--- config.mk ---
export PLATFORM = sky130hd
export DESIGN_NAME = tmr16_interval
export DESIGN_NICKNAME = d
export VERILOG_FILES = /design/src/rtl/tmr16_pkg.sv /design/src/rtl/tmr16_core.sv /design/src/rtl/tmr16_regs.sv /design/src/rtl/tmr16_interval.sv
export SDC_FILE = /design/constraint.sdc
export NUM_CORES = 1
export LEC_CHECK = 0
export ABC_AREA = 0
export BUFFER_PORTS_ARGS = -buffer_cell sky130_fd_sc_hd__clkbuf_2
export CAP_MARGIN = 20
export CORE_MARGIN = 2
export CORE_UTILIZATION = 45
export DETAILED_ROUTE_END_ITERATION = 7
export PLACE_DENSITY = 0.61
export SYNTH_ARGS = -nofsm -noshare
export SYNTH_HDL_FRONTEND = slang
export SYNTH_SLANG_ARGS = --single-unit
export TNS_END_PERCENT = 1
--- constraint.sdc ---
create_clock -name clk -period 2.9 [get_ports clk]
set_input_delay 0.435 -clock clk [delete_from_list [all_inputs] [get_ports clk]]
set_output_delay 0.435 -clock clk [all_outputs]
set_load 0.02 [all_outputs]
--- src/rtl/tmr16_pkg.sv ---
package tmr16_pkg;
  // register addresses
  localparam logic [2:0] A_STAT = 3'd0;
  localparam logic [2:0] A_CTRL = 3'd1;
  localparam logic [2:0] A_PLO  = 3'd2;
  localparam logic [2:0] A_PHI  = 3'd3;
  localparam logic [2:0] A_SNL  = 3'd4;
  localparam logic [2:0] A_SNH  = 3'd5;
  // control bit positions
  localparam int C_IEN   = 0;
  localparam int C_REP   = 1;
  localparam int C_START = 2;
  localparam int C_STOP  = 3;

  typedef struct packed {
    logic rep;
    logic ien;
  } ctrl_t;
endpackage

--- src/rtl/tmr16_core.sv ---
module tmr16_core #(
  parameter int unsigned CW = 32
) (
  input  logic          clk,
  input  logic          rst_n,
  input  logic [CW-1:0] period,
  input  logic          start_p,
  input  logic          stop_p,
  input  logic          reload,
  input  logic          rep,
  output logic [CW-1:0] count,
  output logic          running,
  output logic          tick
);
  logic hit;
  logic run_nxt;

  assign hit  = running && (count == period);
  assign tick = hit && !reload;

  always_comb begin
    run_nxt = hit ? rep : running;
    if (stop_p)       run_nxt = 1'b0;
    else if (start_p) run_nxt = 1'b1;
  end

  always_ff @(posedge clk or negedge rst_n) begin
    if (!rst_n) begin
      count   <= '0;
      running <= 1'b0;
    end else if (reload) begin
      count   <= '0;
      running <= 1'b0;
    end else begin
      if (running) count <= hit ? '0 : count + 1'b1;
      running <= run_nxt;
    end
  end
endmodule

--- src/rtl/tmr16_regs.sv ---
module tmr16_regs
  import tmr16_pkg::*;
#(
  parameter int unsigned DW = 16,
  parameter logic [2*DW-1:0] RESET_PERIOD = '1
) (
  input  logic            clk,
  input  logic            rst_n,
  input  logic            wr,
  input  logic [2:0]      addr,
  input  logic [DW-1:0]   wdata,
  input  logic [2*DW-1:0] count,
  input  logic            tick,
  output logic [2*DW-1:0] period,
  output ctrl_t           ctrl,
  output logic            start_p,
  output logic            stop_p,
  output logic            reload,
  output logic            flag,
  output logic [2*DW-1:0] snap
);
  localparam int unsigned NH = 2;
  logic wr_ctrl;
  logic wr_snap;

  assign wr_ctrl = wr && (addr == A_CTRL);
  assign wr_snap = wr && (addr == A_SNL || addr == A_SNH);
  assign start_p = wr_ctrl && wdata[C_START];
  assign stop_p  = wr_ctrl && wdata[C_STOP];
  assign reload  = wr && (addr == A_PLO || addr == A_PHI);

  for (genvar h = 0; h < NH; h++) begin : g_per
    localparam logic [2:0] PADDR = A_PLO + 3'(h);
    always_ff @(posedge clk or negedge rst_n) begin
      if (!rst_n)                       period[h*DW +: DW] <= RESET_PERIOD[h*DW +: DW];
      else if (wr && (addr == PADDR))   period[h*DW +: DW] <= wdata;
    end
  end

  always_ff @(posedge clk or negedge rst_n) begin
    if (!rst_n) begin
      ctrl <= '0;
      flag <= 1'b0;
      snap <= '0;
    end else begin
      if (wr_ctrl) begin
        ctrl.ien <= wdata[C_IEN];
        ctrl.rep <= wdata[C_REP];
      end
      if (tick)                          flag <= 1'b1;
      else if (wr && (addr == A_STAT))   flag <= 1'b0;
      if (wr_snap) snap <= count;
    end
  end
endmodule

--- src/rtl/tmr16_interval.sv ---
module tmr16_interval
  import tmr16_pkg::*;
#(
  parameter int unsigned DW = 16,
  parameter logic [2*DW-1:0] RESET_PERIOD = '1
) (
  input  logic          clk,
  input  logic          rst_n,
  input  logic          bus_wr,
  input  logic [2:0]    bus_addr,
  input  logic [DW-1:0] bus_wdata,
  output logic [DW-1:0] bus_rdata,
  output logic          irq
);
  localparam int unsigned CW = 2 * DW;

  logic [CW-1:0] period_w;
  logic [CW-1:0] count_w;
  logic [CW-1:0] snap_w;
  ctrl_t         ctrl_w;
  logic          start_w, stop_w, reload_w, flag_w, run_w, tick_w, rep_w;

  assign rep_w = ctrl_w.rep;

  tmr16_regs #(.DW(DW), .RESET_PERIOD(RESET_PERIOD)) u_regs (
    .clk(clk), .rst_n(rst_n), .wr(bus_wr), .addr(bus_addr), .wdata(bus_wdata),
    .count(count_w), .tick(tick_w), .period(period_w), .ctrl(ctrl_w),
    .start_p(start_w), .stop_p(stop_w), .reload(reload_w), .flag(flag_w),
    .snap(snap_w)
  );

  tmr16_core #(.CW(CW)) u_core (
    .clk(clk), .rst_n(rst_n), .period(period_w), .start_p(start_w),
    .stop_p(stop_w), .reload(reload_w), .rep(rep_w), .count(count_w),
    .running(run_w), .tick(tick_w)
  );

  assign irq = flag_w && ctrl_w.ien;

  always_comb begin
    bus_rdata = '0;
    case (bus_addr)
      A_STAT: bus_rdata = {{(DW-2){1'b0}}, run_w, flag_w};
      A_CTRL: bus_rdata = {{(DW-2){1'b0}}, ctrl_w.rep, ctrl_w.ien};
      A_PLO:  bus_rdata = period_w[DW-1:0];
      A_PHI:  bus_rdata = period_w[CW-1:DW];
      A_SNL:  bus_rdata = snap_w[DW-1:0];
      A_SNH:  bus_rdata = snap_w[CW-1:DW];
      default: bus_rdata = '0;
    endcase
  end
endmodule

== Yosys cells after proc, flatten, opt, wreduce, memory -nomap -nowiden ==
Cells that the tools add are included.

* Bits of input ports: 22
* Word-level logic and storage cells: 43
* Bits in registers: 100
* Output and inout bits: 17

* Equality and inequality tests: 6
* Multiplexer cells: 10
* Reduce and logical (&&, ||, !) cells: 18
* $add $sub $neg: 1

{| class="wikitable"
|+ Operators by type and width
! kind !! count
|-
| $mux 32 || 3
|-
| $pmux 16 s6 || 1
|-
| $add 32x1->32 const B || 1
|-
| $eq 32x32->1 || 1
|-
| $logic_and 1x1->1 || 11
|-
| $eq 3x2->1 const B || 2
|-
| $eq 3x3->1 const B || 2
|-
| $mux 1 || 6
|-
| $reduce_bool 2->1 || 2
|-
| $reduce_bool 4->1 || 1
|-
| $eq 3x1->1 const B || 1
|-
| $logic_not 3->1 || 1
|-
| $logic_or 1x1->1 || 2
|-
| $logic_not 1->1 || 1
|}

== Longest topological paths before layout ==
Gate-level depths: netlist of run 1.

* Word-level depth: 6
* Gate-level depth with buffers: 7
* Mapped depth without buffers: 5

== By module ==
Synthesis of run 1 repeated with hierarchy kept, for this count alone.

* Cells, all modules: 428
* Area total of the unflattened synthesis: 5295.1 um2

{| class="wikitable"
|+ By module, submodules not included
! module !! area an instance (um2) !! times used !! seq. area each (um2) !! cells each
|-
| tmr16_regs || 2632.5 || 1 || 1716.6 || 148
|-
| tmr16_core || 2108.3 || 1 || 825.8 || 214
|-
| tmr16_interval || 554.3 || 1 || 0.0 || 66
|}

== Worst setup path before layout of run 1 ==
No wires, ideal clock.

* Path type: input-to-reg
* Start point: input bus_addr[2]
* End point: register u_core.count[31]
* Slack: 694 ps
* Buffers on the path: 1
* Data arrival time: 2112 ps
* Library setup time: 94 ps
* Stages: 6
* Data required time: 2806 ps
* Cells stage by stage: buf_2 > and3b_2 > o211ai_2 > or4_4 > or4_1 > a211oi_1

* Longest elaborated chain between the ends: 4
* Elaborated cells on any way between the ends: 6
* Those cells by class: eq/ne (2); mux (1); reduce/logical (3)

{| class="wikitable"
|+ RTL lines
! what !! line !! RTL
|-
| start, declared || tmr16_interval.sv:10 || <nowiki>input logic [2:0] bus_addr,</nowiki>
|-
| $eq 3x2->1 || tmr16_regs.sv:30 || <nowiki>assign reload = wr && (addr == A_PLO || addr == A_PHI);</nowiki>
|-
| $logic_or 1x1->1 (*) || tmr16_regs.sv:30 ||
|-
| $logic_and 1x1->1 (*) || tmr16_regs.sv:30 ||
|-
| $mux 32 / $reduce_bool 2->1 (equally long branches) || n/a ||
|-
| end signal, assigned || tmr16_core.sv:35 || <nowiki>if (running) count <= hit ? '0 : count + 1'b1;</nowiki>
|-
| end, declared || tmr16_core.sv:11 || <nowiki>output logic [CW-1:0] count,</nowiki>
|}

Every way passes the cells marked *; elsewhere a longest branch is shown, timed or not.
A chain may end at the register's enable or synchronous reset.

== Worst setup path in the final report of run 1 ==
* Start point: register u_regs.period[28]
* End point: register u_core.count[6]

* Longest elaborated chain between the ends: 5

{| class="wikitable"
|+ RTL lines
! what !! line !! RTL
|-
| start, declared || tmr16_regs.sv:14 || <nowiki>output logic [2*DW-1:0] period,</nowiki>
|-
| start signal, assigned by index || tmr16_regs.sv:35 || <nowiki>if (!rst_n) period[h*DW +: DW] <= RESET_PERIOD[h*DW +: DW];</nowiki>
|-
| start signal, assigned by index || tmr16_regs.sv:36 || <nowiki>else if (wr && (addr == PADDR)) period[h*DW +: DW] <= wdata;</nowiki>
|-
| $eq 32x32->1 || tmr16_core.sv:18 || <nowiki>assign hit = running && (count == period);</nowiki>
|-
| $logic_and 1x1->1 || tmr16_core.sv:18 ||
|-
| $mux 32 (2 in a row) || tmr16_core.sv:35 ||
|-
| $mux 32 || tmr16_core.sv:31 || <nowiki>end else if (reload) begin</nowiki>
|}

Every way passes these cells. The select of a mux whose other input is x is not followed.

==> results.txt, run 1 <==
----------------------------------------------------
[Yosys]
  Count of mapped cells out of synthesis ... 479
  Seq/Total Area, Yosys ... 47.51%
  Synth warnings ... 0
  Library cells used by synthesis ... 50
  EDFF count, synth ... 0
  Synthesized cell area ... 0.005351 mm²
  Flip-flop cell with the highest count after synthesis ... sky130_fd_sc_hd__dfrtp_1
  Post-synthesis register bit count ... 100
  Syn Area/Cell ... approximately 11 µm²
  Synthesized net count ... 502
  Post-synth ARST share ... 100.0%

[Timing]
  Setup repair after global routing missed its margin ... false
  Worst rel slew slack ... 39.29%
  Maximum clock frequency ... between 400 and 500 MHz
  Largest clock skew in the final design ... 9.064 ps
  Worst slew pin tran ... 910.7 ps
  Final cycle utilization of the critical path ... 81.09%
  Count of pins over their slew limit ... 0
  Final Hold Viols ... 0
  Final setup violating endpoints ... 0
  TNS Setup ... 0 ps
  Post-route worst setup slack ... 548.3 ps
  Crit path time final ... 2352 ps

[Run status]
  Status ... finished clean

[Pwr]
  Power Density ... between 500 and 600 mW/mm²
  Leakage power ... 2.520 nW
  Worst VDD drop ... roughly 0.43 mV

[Critical path]
  Total stage count of the critical path ... 6
  Destination of the critical timing path ... u_core.count[6]$_DFFE_PN0P_
  Critical R2R Capture ... u_core.count[6]$_DFFE_PN0P_
  Critical path capture point type ... register
  Worst path top cell family by delay ... simple AND/OR/NAND/NOR gates
  Type of the worst setup path ... reg -> reg
  Crit path max-delay cell type ... sky130_fd_sc_hd__or4_2
  Largest fanout of any net on the critical path ... 31
  Number of cells on the worst reg-to-reg path ... 6
  Critical Path Source ... u_regs.period[28]$_DFFE_PN1P_
  Cell breakdown of the critical path ... xnor2_1 -> nand4_1 -> or4_2 -> nor3_4 -> buf_4 -> nor3_1
  Critical path buffer and inverter count ... 1
  Register-to-Register Setup Slack ... 550 ps
  Arrival time of data at the critical path endpoint ... 2560 ps
  Element type at the critical path start ... register
  Worst reg2reg path startpoint ... u_regs.period[28]$_DFFE_PN1P_
  Maximum cell stage delay along the critical path ... approximately 700 ps
  Worst Path Required ... around 3100 ps

[Clocking]
  Clock latency on the worst-skew pair ... 350 ps
  Post-CTS setup buffer count ... 0
  Number of levels in the clock H-tree ... 3
  Resized cells post-CTS ... 0
  Clock tree from TritonCTS ... built
  Clock buffers created by TritonCTS ... 9
  Clk root buf ... sky130_fd_sc_hd__clkbuf_16
  Number of sinks driven by the clock tree ... 100
  Buffer depth of the longest clock path ... 2
  Clock slew at the register clock pins of the worst setup and hold paths ... 60 ps
  Cts hold-fix bufs ... 0

[Detailed routing]
  Antenna-violating nets left ... 0
  Detail-routed net length per standard cell ... 21.29 µm
  Post-Route WL ... 14.20 mm
  Violation count after the first detailed-routing iteration ... 329
  Average via count per standard cell ... 6.022
  Via count of the routed design ... between 4000 and 5000
  DR pass1 iterations ... 4
  DR DRC count ... 0

[Die]
  Die X ... 113.1 µm
  Initial core utilization ... 46.47%
  I/O pin total ... 39
  Die Footprint ... ~0.013 mm²
  Area of the core ... 0.01152 mm²
  Chip Height ... 113.1 µm
  FP Rows ... 39

[Finish]
  Net count reported at finish ... 542
  Fraction of layout instances using a drive strength above 1 ... 33.97%
  Syn-to-layout area delta ... 12.58%
  Antenna fix cells ... 0

[Global route]
  Number of antenna violations at the first check in global routing ... 0
  Overall track demand over capacity in global routing ... 23.53%
  Maximum number of pins on one net before global-route repair ... 71
  Vias in the first global route ... 4089
  Remaining global-route overflow ... 0
  Global-route wire length before repair ... between 20 and 25 mm

[Placed design]
  Post-place setup slack ... ~520 ps
  Number of port buffers ... 38
  Detailed placement HPWL ... 10.27 mm
  Final weighted congestion of routability-driven global placement ... a little over 0.9

[Min path]
  Type of the worst min-delay path ... in -> async

[Flow run]
  Number of maximum-capacitance constraint violations ... 0

----------------------------------------------------
## worst min-delay path by stage
stage / startpoint / to / slack [ps] / cells past startpoint
2_1_floorplan: rst_n / u_core.count[0]$_DFFE_PN0P_ / 140 / 0
3_3_place_gp: u_regs.snap[6]$_DFFE_PN0P_ / u_regs.snap[6]$_DFFE_PN0P_ / 460 / 2
3_5_place_dp: u_regs.snap[3]$_DFFE_PN0P_ / u_regs.snap[3]$_DFFE_PN0P_ / 470 / 2
4_1_cts: rst_n / u_regs.snap[4]$_DFFE_PN0P_ / 250 / 1
5_1_grt: rst_n / u_regs.ctrl[0]$_DFFE_PN0N_ / 300 / 1
6_report: rst_n / u_regs.ctrl[0]$_DFFE_PN0N_ / 210 / 1
## sequential cells by signal, summed over array words and instances (netlist names)
signal and cells:
u_regs.ctrl 2, u_regs.snap 32, u_core.count 32, u_core.running 1
u_regs.period 32, u_regs.flag 1
## layout by cell type (no fill, tap or decap), types with 12 or more instances in the layout
cell type                  Yosys  final
sky130_fd_sc_hd__dfstp_2      32     32
sky130_fd_sc_hd__clkbuf_2      3     37
sky130_fd_sc_hd__mux2_2       57     57
sky130_fd_sc_hd__buf_4         0     20
sky130_fd_sc_hd__xnor2_1      54     54
sky130_fd_sc_hd__o22ai_1      14     14
sky130_fd_sc_hd__mux2i_1      32     32
sky130_fd_sc_hd__nor3_1       34     34
sky130_fd_sc_hd__dfrtp_1      68     68
sky130_fd_sc_hd__nand4_1      20     20
sky130_fd_sc_hd__o21ai_0      14     14
sky130_fd_sc_hd__nand2_1      24     24
sky130_fd_sc_hd__inv_1        12     12
## routing by layer
layer  GRT usage (%)  vias to the layer above  part of all wire [%]
li1                -                     1822                     -
met1           33.00                     2044                    47
met2           36.53                      121                    46
met3           4.124                       30                   4.5
met4           9.187                        0                   3.1
met5               0                        -                     0
## power by group
| part | internal, W | switching (W) | total (W) |
|---|---|---|---|
| clock | 0.000661 | 0.000507 | 0.00117 |
| sequential | 0.00162 | 0.000165 | 0.00178 |
| combinational | 0.000303 | 0.000332 | 0.000635 |
| total | 0.00258 | 0.00100 | 0.00358 |
## Yosys cell counts, drive strengths merged, types with 4 or more instances
| master | number | area share (%) |
|---|---|---|
| nor4 | 10 | 1.2 |
| or3 | 5 | 0.61 |
| and2 | 5 | 0.63 |
| mux2 | 57 | 12 |
| nor3 | 35 | 3.5 |
| clkbuf | 23 | 2.2 |
| buf | 6 | 0.47 |
| a21oi | 5 | 0.47 |
| a211oi | 6 | 1.2 |
| o21ai | 15 | 1.4 |
| xnor2 | 54 | 8.8 |
| o22ai | 14 | 1.6 |
| nand2b | 6 | 0.70 |
| nand3 | 11 | 1.0 |
| nor2 | 9 | 0.63 |
| nand2 | 24 | 1.7 |
| and4 | 4 | 0.75 |
| nand4 | 21 | 2.7 |
| mux2i | 32 | 6.0 |
| dfrtp | 68 | 32 |
| or4 | 4 | 0.65 |
| inv | 12 | 0.84 |
| dfstp | 32 | 16 |
## cell type report
class	count	area (µm²)
fill	1036	5492
multi-input combinational	338	2619
sequential	100	2542
timing repair buffer	58	355.3
clock buffer	10	229.0
tap	143	178.9
clock inverter	6	55.05
inverter	12	45.04
## kinds of logic (layout without fill, tap and decap cells)
logic type | after synthesis | after routing | share of synthesized area (%)
compound gates | 51 | 51 | 6.523
flops | 100 | 100 | 47.51
mux | 89 | 89 | 17.98
buf+inv | 41 | 86 | 3.554
xor+xnor | 55 | 55 | 9.002
simple gates | 142 | 142 | 15.20
fa+ha+maj | 1 | 1 | 0.2338
## per-stage QoR
step | util, % | instance area, µm² | total power, W | hold WS (ps) | cells
2_1_floorplan | - | 5351 | 0.002197 | 139.4 | 479
3_3_place_gp | 49.85 | 5741 | 0.002419 | 463.0 | 651
5_1_grt | 52.31 | 6025 | 0.003734 | 297.3 | 667
4_1_cts | 52.31 | 6025 | 0.003609 | 248.1 | 667
6_report | 52.31 | 6025 | 0.003584 | 215.0 | 667
3_5_place_dp | 49.85 | 5741 | 0.002431 | 469.5 | 651
No activity file was read; power rests on OpenSTA's default activity.
==> run 2: changes to the inputs <==
--- a/config.mk
+++ b/config.mk
@@ -5,13 +5,13 @@
 export SDC_FILE = /design/constraint.sdc
 export NUM_CORES = 1
 export LEC_CHECK = 0
-export ABC_AREA = 0
+export ABC_AREA = 1
 export BUFFER_PORTS_ARGS = -buffer_cell sky130_fd_sc_hd__clkbuf_2
 export CAP_MARGIN = 20
 export CORE_MARGIN = 2
 export CORE_UTILIZATION = 45
 export DETAILED_ROUTE_END_ITERATION = 7
-export PLACE_DENSITY = 0.61
+export PLACE_DENSITY = 0.64
 export SYNTH_ARGS = -nofsm -noshare
 export SYNTH_HDL_FRONTEND = slang
 export SYNTH_SLANG_ARGS = --single-unit
==> constraint.sdc (replaced) <==
create_clock -name clk -period 2 [get_ports clk]
set_input_delay 0.3 -clock clk [delete_from_list [all_inputs] [get_ports clk]]
set_output_delay 0.3 -clock clk [all_outputs]
set_load 0.02 [all_outputs]
==> run 2 against run 1 <==
- cell count is 49% higher
- clock skew fell by 2.2 ps
- synthesized cell count up 59%
- clock-buffer cell count is 1 lower
- non-clock buffer count increased by 19
- setup slack worse by 430 ps
==> results.txt, run 2 <==
----------------------------------------------------
[Finish]
  Number of fill cells in the layout ... 1228 (was 1036)
  Registers with the most flip-flops ... u_core.count (32), u_regs.period (32), u_regs.snap (32) (unchanged)
  Most common cell after layout, fill and taps aside ... sky130_fd_sc_hd__nand2_1 (was sky130_fd_sc_hd__dfrtp_1)
  Antenna fix cells ... 0 (unchanged)
  Final std cell area, no fill ... 0.006648 mm² (was 0.006025 mm²)
  Most frequent cells in the layout ... sky130_fd_sc_hd__nand2_1 (197), sky130_fd_sc_hd__inv_1 (90), sky130_fd_sc_hd__nor2_1 (81) (was sky130_fd_sc_hd__dfrtp_1 (68), sky130_fd_sc_hd__mux2_2 (57), sky130_fd_sc_hd__xnor2_1 (54))
  Syn-to-layout area delta ... 16.11% (was 12.58%)
  Final standard cell utilization of the core ... 53.11% (was 52.31%)
  Flip-flop and latch area ... 0.002542 mm² (unchanged)
  Net count reported at finish ... 840 (was 542)
  Number of non-filler instances in the completed layout ... 994 (was 667)
  Fraction of layout instances using a drive strength above 1 ... 17.40% (was 33.97%)
  Area of combinational cells with multiple inputs ... 0.002704 mm² (was 0.002619 mm²)

[Clocking]
  Number of levels in the clock H-tree ... 3 (unchanged)
  Clock latency on the worst-skew pair ... 370 ps (was 350 ps)
  Clock slew at the register clock pins of the worst setup and hold paths ... 70 ps (was 60 ps)
  Clk root buf ... sky130_fd_sc_hd__clkbuf_16 (unchanged)
  Clock tree from TritonCTS ... built (unchanged)
  Buffer depth of the longest clock path ... 2 (unchanged)
  Number of sinks driven by the clock tree ... 100 (unchanged)
  Clock buffers created by TritonCTS ... 9 (unchanged)

[Yosys]
  Cell with the most instances after synthesis ... sky130_fd_sc_hd__nand2_1 (was sky130_fd_sc_hd__dfrtp_1)
  Syn Area/Cell ... 7.524 µm² (was 11.17 µm²)
  Post-synth ARST share ... 100.0% (unchanged)
  Flip-flop cell with the highest count after synthesis ... sky130_fd_sc_hd__dfrtp_1 (unchanged)
  Library cells used by synthesis ... 37 (was 50)
  Ranking of synthesized cells by area ... sky130_fd_sc_hd__dfrtp_1 (30%), sky130_fd_sc_hd__dfstp_2 (15%), sky130_fd_sc_hd__nand2_1 (13%), sky130_fd_sc_hd__o21ai_0 (6.0%), sky130_fd_sc_hd__inv_1 (5.9%) (was sky130_fd_sc_hd__dfrtp_1 (32%), sky130_fd_sc_hd__dfstp_2 (16%), sky130_fd_sc_hd__mux2_2 (12%), sky130_fd_sc_hd__xnor2_1 (8.8%), sky130_fd_sc_hd__mux2i_1 (6.0%))
  Synthesized net count ... 784 (was 502)
  Seq/Total Area, Yosys ... 44.41% (was 47.51%)
  Synthesized cell area ... 0.005725 mm² (was 0.005351 mm²)
  Top cells by instance count after synthesis ... sky130_fd_sc_hd__nand2_1 (198), sky130_fd_sc_hd__inv_1 (90), sky130_fd_sc_hd__nor2_1 (81) (was sky130_fd_sc_hd__dfrtp_1 (68), sky130_fd_sc_hd__mux2_2 (57), sky130_fd_sc_hd__xnor2_1 (54))
  Top-area cell type share of the netlist area ... 29.72% (was 31.80%)
  Count of mapped cells out of synthesis ... 761 (was 479)
  Top cell type by total area after synthesis ... sky130_fd_sc_hd__dfrtp_1 (unchanged)
  Post-synthesis register bit count ... 100 (unchanged)
  Synth warnings ... 0 (unchanged)
  EDFF count, synth ... 0 (unchanged)

[Critical path]
  Worst path top cell family by delay ... buffers and inverters (was simple AND/OR/NAND/NOR gates)
  Critical path capture point type ... primary output (was register)
  Cell breakdown of the critical path ... clkbuf_2 -> buf_4 -> nand3_1 -> buf_4 -> o2111ai_1 -> clkbuf_2 (was xnor2_1 -> nand4_1 -> or4_2 -> nor3_4 -> buf_4 -> nor3_1)
  Critical path buffer and inverter count ... 4 (was 1)
  Number of cells on the worst reg-to-reg path ... 9 (was 6)
  Maximum cell stage delay along the critical path ... 320 ps (was 700 ps)
  Critical Path Source ... bus_addr[2] (was u_regs.period[28]$_DFFE_PN1P_)
  Largest fanout of any net on the critical path ... 28 (was 31)
  Crit path max-delay cell type ... sky130_fd_sc_hd__buf_4 (was sky130_fd_sc_hd__or4_2)
  Arrival time of data at the critical path endpoint ... 1580 ps (was 2560 ps)
  Element type at the critical path start ... input pin (was register)
  Critical R2R Capture ... u_core.count[26]$_DFFE_PN0P_ (was u_core.count[6]$_DFFE_PN0P_)
  Worst reg2reg path startpoint ... u_regs.period[18]$_DFFE_PN1P_ (was u_regs.period[28]$_DFFE_PN1P_)
  Register-to-Register Setup Slack ... 170 ps (was 550 ps)
  Worst Path Required ... 1700 ps (was 3100 ps)
  Type of the worst setup path ... in -> out (was reg -> reg)

[Run status]
  Status ... finished clean (unchanged)

[Global route]
  Overall track demand over capacity in global routing ... 28.92% (was 23.53%)
  Vias in the first global route ... 5157 (was 4089)
  Global-route wire length before repair ... 29.08 mm (was 22.96 mm)
  Number of antenna violations at the first check in global routing ... 0 (unchanged)
  Maximum number of pins on one net before global-route repair ... 52 (was 71)
  Remaining global-route overflow ... 0 (unchanged)

[Min path]
  Type of the worst min-delay path ... in -> reg (was in -> async)
  Depth of the worst hold-timing path ... 3
  Startpoint of the tightest hold check path ... bus_wdata[8]
  Hold-critical path endpoint ... u_regs.period[8]$_DFFE_PN1P_

[Die]
  Chip Height ... 116.8 µm (was 113.1 µm)
  FP Rows ... 41 (was 39)
  I/O pin total ... 39 (unchanged)
  Initial core utilization ... 45.74% (was 46.47%)
  Die Footprint ... 0.01364 mm² (was 0.01278 mm²)
  Die X ... 116.8 µm (was 113.1 µm)
  Area of the core ... 0.01252 mm² (was 0.01152 mm²)

[Timing]
  Final setup violating endpoints ... 0 (unchanged)
  Worst slew pin tran ... 433.0 ps (was 910.7 ps)
  Worst rel slew slack ... 70.92% (was 39.29%)
  Maximum clock frequency ... around 530 MHz
  Crit path time final ... roughly 1900 ps
  Final cycle utilization of the critical path ... a little over nine tenths
  Final Hold Viols ... 0 (unchanged)
  Largest clock skew in the final design ... 6.906 ps (was 9.064 ps)
  TNS Setup ... 0 ps (unchanged)
  Setup repair after global routing missed its margin ... false (unchanged)
  Count of pins over their slew limit ... 0 (unchanged)

[Flow run]
  Number of maximum-capacitance constraint violations ... 0 (unchanged)

[Detailed routing]
  Via count of the routed design ... 5358 (was 4017)
  DR pass1 iterations ... 6 (was 4)
  Antenna-violating nets left ... 0 (unchanged)
  Violation count after the first detailed-routing iteration ... 512 (was 329)
  Average via count per standard cell ... 5.390 (was 6.022)
  DR DRC count ... 0 (unchanged)
  Post-Route WL ... 18.43 mm (was 14.20 mm)
  Detail-routed net length per standard cell ... 18.54 µm (was 21.29 µm)

[Placed design]
  Post-detailed-placement cell area ... 0.006320 mm² (was 0.005741 mm²)
  Detailed placement HPWL ... 14.23 mm (was 10.27 mm)
  Inst Count DP ... 977 (was 651)
  Final weighted congestion of routability-driven global placement ... 0.9951 (was 0.9073)
  Number of port buffers ... 38 (unchanged)

[Pwr]
  Leakage power ... 3.057 nW (was 2.520 nW)
  Power Density ... 855.3 mW/mm² (was 594.9 mW/mm²)
  Worst VDD drop ... 0.4956 mV (was 0.4306 mV)

----------------------------------------------------
## run 2: changes by cell type after synthesis, sizes merged, moves of 32 or more
cell and change:
nor2 +79, xnor2 -33, o21ai +54, mux2i -32, nand3 +50, nand2 +176, inv +79, mux2 -53
## run 2: final cells by class
class / count / area share, %
repair buffers: 77 / 8.093
clock inverters: 7 / 1.223
multi-input cells: 538 / 40.67
inverters: 91 / 5.138
well taps: 172 / 3.237
clock buffers: 9 / 3.388
flip-flops and latches: 100 / 38.25
## run 2: kinds of logic (layout without fill, tap and decap cells)
logic type	Yosys count	count (layout)	share of synthesized area (%)
AOI/OAI and AO/OA	95	95	9.462
xor gates and xnor gates	41	41	6.272
adders and majority gates	1	1	0.2185
buffers and inverters	123	184	8.610
DFF	100	100	44.41
muxes	4	4	0.7867
and+or+nand+nor	397	397	30.25
## run 2: layer usage
layer | track usage [%] | vias up | wire length, µm
met5 | 0 | - | 0
met4 | 10.59 | 0 | 504
met3 | 5.973 | 29 | 1287
met2 | 46.13 | 208 | 8654
met1 | 39.16 | 2553 | 7979
li1 | - | 2568 | -
## run 2: how the worst max path moves through the flow
stage,end,slack [ps],cells after the start
6_report,bus_rdata[6],120,6
5_1_grt,u_core.count[26]$_DFFE_PN0P_,10,12
4_1_cts,bus_rdata[11],130,3
3_5_place_dp,bus_rdata[7],150,6
3_3_place_gp,bus_rdata[7],110,6
2_1_floorplan,bus_rdata[0],410,5
## run 2: worst min-delay path: cells and delay by family
kind	cells	cell delay (ps)
compound gates	1	80
buf+inv	2	130
## run 2: where the power goes
part	internal (W)	leakage (nW)	switching [W]
Clock	0.000989	0.148	0.000851
Sequential	0.00234	1.26	0.000300
Combinational	0.000457	1.65	0.000745
## run 2: timing repair
action                                  in CTS  in global routing
resized for setup                            0                  2
hold buffers                                 1                  0
endpoints found under the setup margin       0                  2
endpoints found under the hold margin        7                  0
buffers inserted                             0                  0
## run 2: through the flow
| stage | hold slack [ps] | total power [W] | worst slack, ps |
|---|---|---|---|
| 2_1_floorplan | 4.409 | 0.003314 | 405.4 |
| 3_3_place_gp | 139.5 | 0.003813 | 110.8 |
| 3_5_place_dp | 140.9 | 0.003846 | 147.3 |
| 4_1_cts | 135.5 | 0.005700 | 129.9 |
| 5_1_grt | 156.1 | 0.005967 | 11.22 |
| 6_report | 140.3 | 0.005686 | 123.2 |
==> run 3: changes to the inputs <==
--- a/config.mk
+++ b/config.mk
@@ -9,9 +9,10 @@
 export BUFFER_PORTS_ARGS = -buffer_cell sky130_fd_sc_hd__clkbuf_2
 export CAP_MARGIN = 20
 export CORE_MARGIN = 2
-export CORE_UTILIZATION = 45
+export CORE_UTILIZATION = 55
 export DETAILED_ROUTE_END_ITERATION = 7
-export PLACE_DENSITY = 0.64
+export PLACE_DENSITY = 0.75
+export SKIP_CTS_REPAIR_TIMING = 1
 export SYNTH_ARGS = -nofsm -noshare
 export SYNTH_HDL_FRONTEND = slang
 export SYNTH_SLANG_ARGS = --single-unit
==> constraint.sdc (replaced) <==
create_clock -name clk -period 2 [get_ports clk]
set_input_delay 0.2 -clock clk [delete_from_list [all_inputs] [get_ports clk]]
set_output_delay 0.2 -clock clk [all_outputs]
set_load 0.02 [all_outputs]
==> run 3 against run 2 <==
- register-to-register slack worse by 50 ps
- clock power is 29% lower
- critical path type is now reg -> reg
- largest power group unchanged
- critical endpoint is now u_core.count[28]$_DFFE_PN0P_
- cell count is 4.7% lower
- first-iteration DRC count is 3.7% lower
==> results.txt, run 3 (same netlist as run 2, synthesis figures left out) <==
----------------------------------------------------
[Run status]
  Status ... finished clean (unchanged)

[Global route]
  Overall track demand over capacity in global routing ... 33.56% (was 28.92%)
  Remaining global-route overflow ... 0 (unchanged)
  Maximum number of pins on one net before global-route repair ... 68 (was 52)
  Global-route wire length before repair ... 28.24 mm (was 29.08 mm)
  Number of antenna violations at the first check in global routing ... 0 (unchanged)
  Vias in the first global route ... 5406 (was 5157)

[Pwr]
  Net switching fraction of the power ... 33.34% (about the same)
  Clock group share of total power ... 25.9% (was 32.3%)
  Logic gate share of total power ... 21.8% (was 21.2%)
  Power Density ... 788.2 mW/mm² (was 855.3 mW/mm²)
  Worst VDD drop ... 0.6104 mV (was 0.4956 mV)
  Leakage power ... 2.943 nW (was 3.057 nW)
  Internal cell power ... 0.003353 W (was 0.003790 W)
  Switching Power ... 0.001677 W (was 0.001896 W)
  Proportion of power drawn by flip-flops and latches ... 52.3% (was 46.5%)

[Detailed routing]
  DR pass1 iterations ... 5 (was 6)
  Post-Route WL ... 17.55 mm (was 18.43 mm)
  Antenna-violating nets left ... 0 (unchanged)
  Violation count after the first detailed-routing iteration ... 493 (was 512)
  DR DRC count ... 0 (unchanged)
  Average via count per standard cell ... 5.681 (was 5.390)
  Detail-routed net length per standard cell ... 18.53 µm (was 18.54 µm)
  Via count of the routed design ... 5380 (was 5358)

[Clocking]
  Number of levels in the clock H-tree ... 3 (unchanged)
  Number of sinks driven by the clock tree ... 100 (unchanged)
  Clk root buf ... sky130_fd_sc_hd__clkbuf_8 (was sky130_fd_sc_hd__clkbuf_16)
  Clock tree from TritonCTS ... built (unchanged)
  Clock latency on the worst-skew pair ... 400 ps (was 370 ps)
  Clock buffers created by TritonCTS ... 9 (unchanged)
  Buffer depth of the longest clock path ... 2 (unchanged)
  Clock slew at the register clock pins of the worst setup and hold paths ... 100 ps (was 70 ps)

[Finish]
  Net count reported at finish ... 829 (was 840)
  Syn-to-layout area delta ... 11.47% (was 16.11%)
  Final standard cell utilization of the core ... 62.38% (was 53.11%)
  Fraction of layout instances using a drive strength above 1 ... 15.66% (was 17.40%)
  Most common cell after layout, fill and taps aside ... sky130_fd_sc_hd__nand2_1 (unchanged)
  Number of non-filler instances in the completed layout ... 947 (was 994)
  Registers with the most flip-flops ... u_core.count (32), u_regs.period (32), u_regs.snap (32) (unchanged)
  Number of fill cells in the layout ... 958 (was 1228)
  Most frequent cells in the layout ... sky130_fd_sc_hd__nand2_1 (197), sky130_fd_sc_hd__inv_1 (90), sky130_fd_sc_hd__nor2_1 (81) (unchanged)
  Antenna fix cells ... 0 (unchanged)
  Final std cell area, no fill ... 0.006382 mm² (was 0.006648 mm²)

[Critical path]
  Register-to-Register Setup Slack ... 120 ps (was 170 ps)
  Critical path capture point type ... register (was primary output)
  Worst Path Required ... 2290 ps (was 1700 ps)
  Largest fanout of any net on the critical path ... 29 (was 28)
  Type of the worst setup path ... reg -> reg (was in -> out)
  Element type at the critical path start ... register (was input pin)
  Arrival time of data at the critical path endpoint ... 2170 ps (was 1580 ps)

[Timing]
  TNS Setup ... 0 ps (unchanged)
  Worst rel slew slack ... 71.55% (was 70.92%)
  Final Hold Viols ... 0 (unchanged)
  Crit path time final ... 1882 ps (was 1877 ps)
  Worst slew pin tran ... 425.7 ps (was 433.0 ps)
  Setup repair after global routing missed its margin ... false (unchanged)
  Final cycle utilization of the critical path ... 94.08% (was 93.84%)
  Count of pins over their slew limit ... 0 (unchanged)
  Maximum clock frequency ... 531.5 MHz (was 532.8 MHz)
  Worst-case hold slack ... 7.909 ps (was 140.3 ps)
  Final setup violating endpoints ... 0 (unchanged)
  Largest clock skew in the final design ... 13.00 ps (was 6.906 ps)

[Die]
  Area of the core ... 0.01023 mm² (was 0.01252 mm²)
  Die X ... 106.0 µm (was 116.8 µm)
  FP Rows ... 37 (was 41)
  I/O pin total ... 39 (unchanged)
  Initial core utilization ... 55.96% (was 45.74%)
  Chip Height ... 106.0 µm (was 116.8 µm)
  Die Footprint ... 0.01124 mm² (was 0.01364 mm²)

[Min path]
  Type of the worst min-delay path ... in -> reg (unchanged)

[Placed design]
  Detailed placement HPWL ... 13.50 mm (was 14.23 mm)
  Inst Count DP ... 930 (was 977)
  Final weighted congestion of routability-driven global placement ... 0.9987 (was 0.9951)
  Number of port buffers ... 38 (unchanged)
  Post-detailed-placement cell area ... 0.006180 mm² (was 0.006320 mm²)

[Flow run]
  Number of maximum-capacitance constraint violations ... 0 (unchanged)

----------------------------------------------------
-- run 3: cell types whose count changed in the layout (fill, tap and decap cells not counted), moves of 2 or more --
| cell | previous run | this run |
|---|---|---|
| sky130_fd_sc_hd__buf_4 | 35 | 25 |
| sky130_fd_sc_hd__clkbuf_1 | 0 | 3 |
| sky130_fd_sc_hd__clkbuf_16 | 9 | 1 |
| sky130_fd_sc_hd__clkbuf_8 | 0 | 11 |
| sky130_fd_sc_hd__clkinv_4 | 2 | 0 |
-- run 3: per-layer routing --
metal | up-vias | GRT usage [%] | wire length (µm) | part of all wire, %
met1 | 2534 | 42.79 | 7229 | 41
met3 | 61 | 8.768 | 1429 | 8.1
met4 | 0 | 15.32 | 816 | 4.7
li1 | 2547 | - | - | -
met5 | - | 0 | 0 | 0
met2 | 238 | 53.73 | 8070 | 46
-- run 3: path summary, 6_finish.rpt --
check,from,end,cells past startpoint
worst max-delay path,u_core.count[21]$_DFFE_PN0P_,u_core.count[28]$_DFFE_PN0P_,9
worst min-delay path,bus_wdata[8],u_regs.period[24]$_DFFE_PN1P_,3
worst max register to register,u_core.count[21]$_DFFE_PN0P_,u_core.count[28]$_DFFE_PN0P_,9
worst min register to register,u_regs.snap[9]$_DFFE_PN0P_,u_regs.snap[9]$_DFFE_PN0P_,2
max in group asynchronous,rst_n,u_regs.period[11]$_DFFE_PN1P_,3
min in group asynchronous,rst_n,u_regs.snap[0]$_DFFE_PN0P_,2
-- run 3: metrics by stage --
step | total power (W) | setup WS, ps
6_report | 0.005031 | 118.4
5_1_grt | 0.005300 | 4.756
4_1_cts | 0.005049 | 127.6
3_5_place_dp | 0.003745 | 163.1
3_3_place_gp | 0.003714 | 158.8
2_1_floorplan | 0.003314 | 440.7
-- run 3: final cells by class --
class / instances / area (µm²) / share of cell area (%)
flip-flops and latches: 100 / 2542 / 39.84
clock buffers: 15 / 187.7 / 2.941
well taps: 136 / 170.2 / 2.666
multi-input cells: 538 / 2693 / 42.19
clock inverters: 1 / 5.005 / 0.07842
repair buffers: 66 / 442.9 / 6.940
inverters: 91 / 341.6 / 5.352
-- run 3: critical path, stage by stage (launching register included) --
cell and delay [ps]:
sky130_fd_sc_hd__dfrtp_1 510, sky130_fd_sc_hd__inv_1 230, sky130_fd_sc_hd__o21ai_0 120, sky130_fd_sc_hd__nor2_1 100
sky130_fd_sc_hd__nand3_1 70, sky130_fd_sc_hd__nor2_1 190, sky130_fd_sc_hd__nand3_2 160, sky130_fd_sc_hd__nand2_2 110
sky130_fd_sc_hd__buf_12 180, sky130_fd_sc_hd__nor2_1 70
-- run 3: power groups by stage --
stage                     Sequential, W  Clock [W]  Combinational [W]
final                           0.00263    0.00130            0.00110
after global routing            0.00266    0.00140            0.00125
after global placement          0.00265          0            0.00107
after CTS                       0.00262    0.00134            0.00109
after floorplan                 0.00254          0           0.000777
after detailed placement        0.00265          0            0.00109
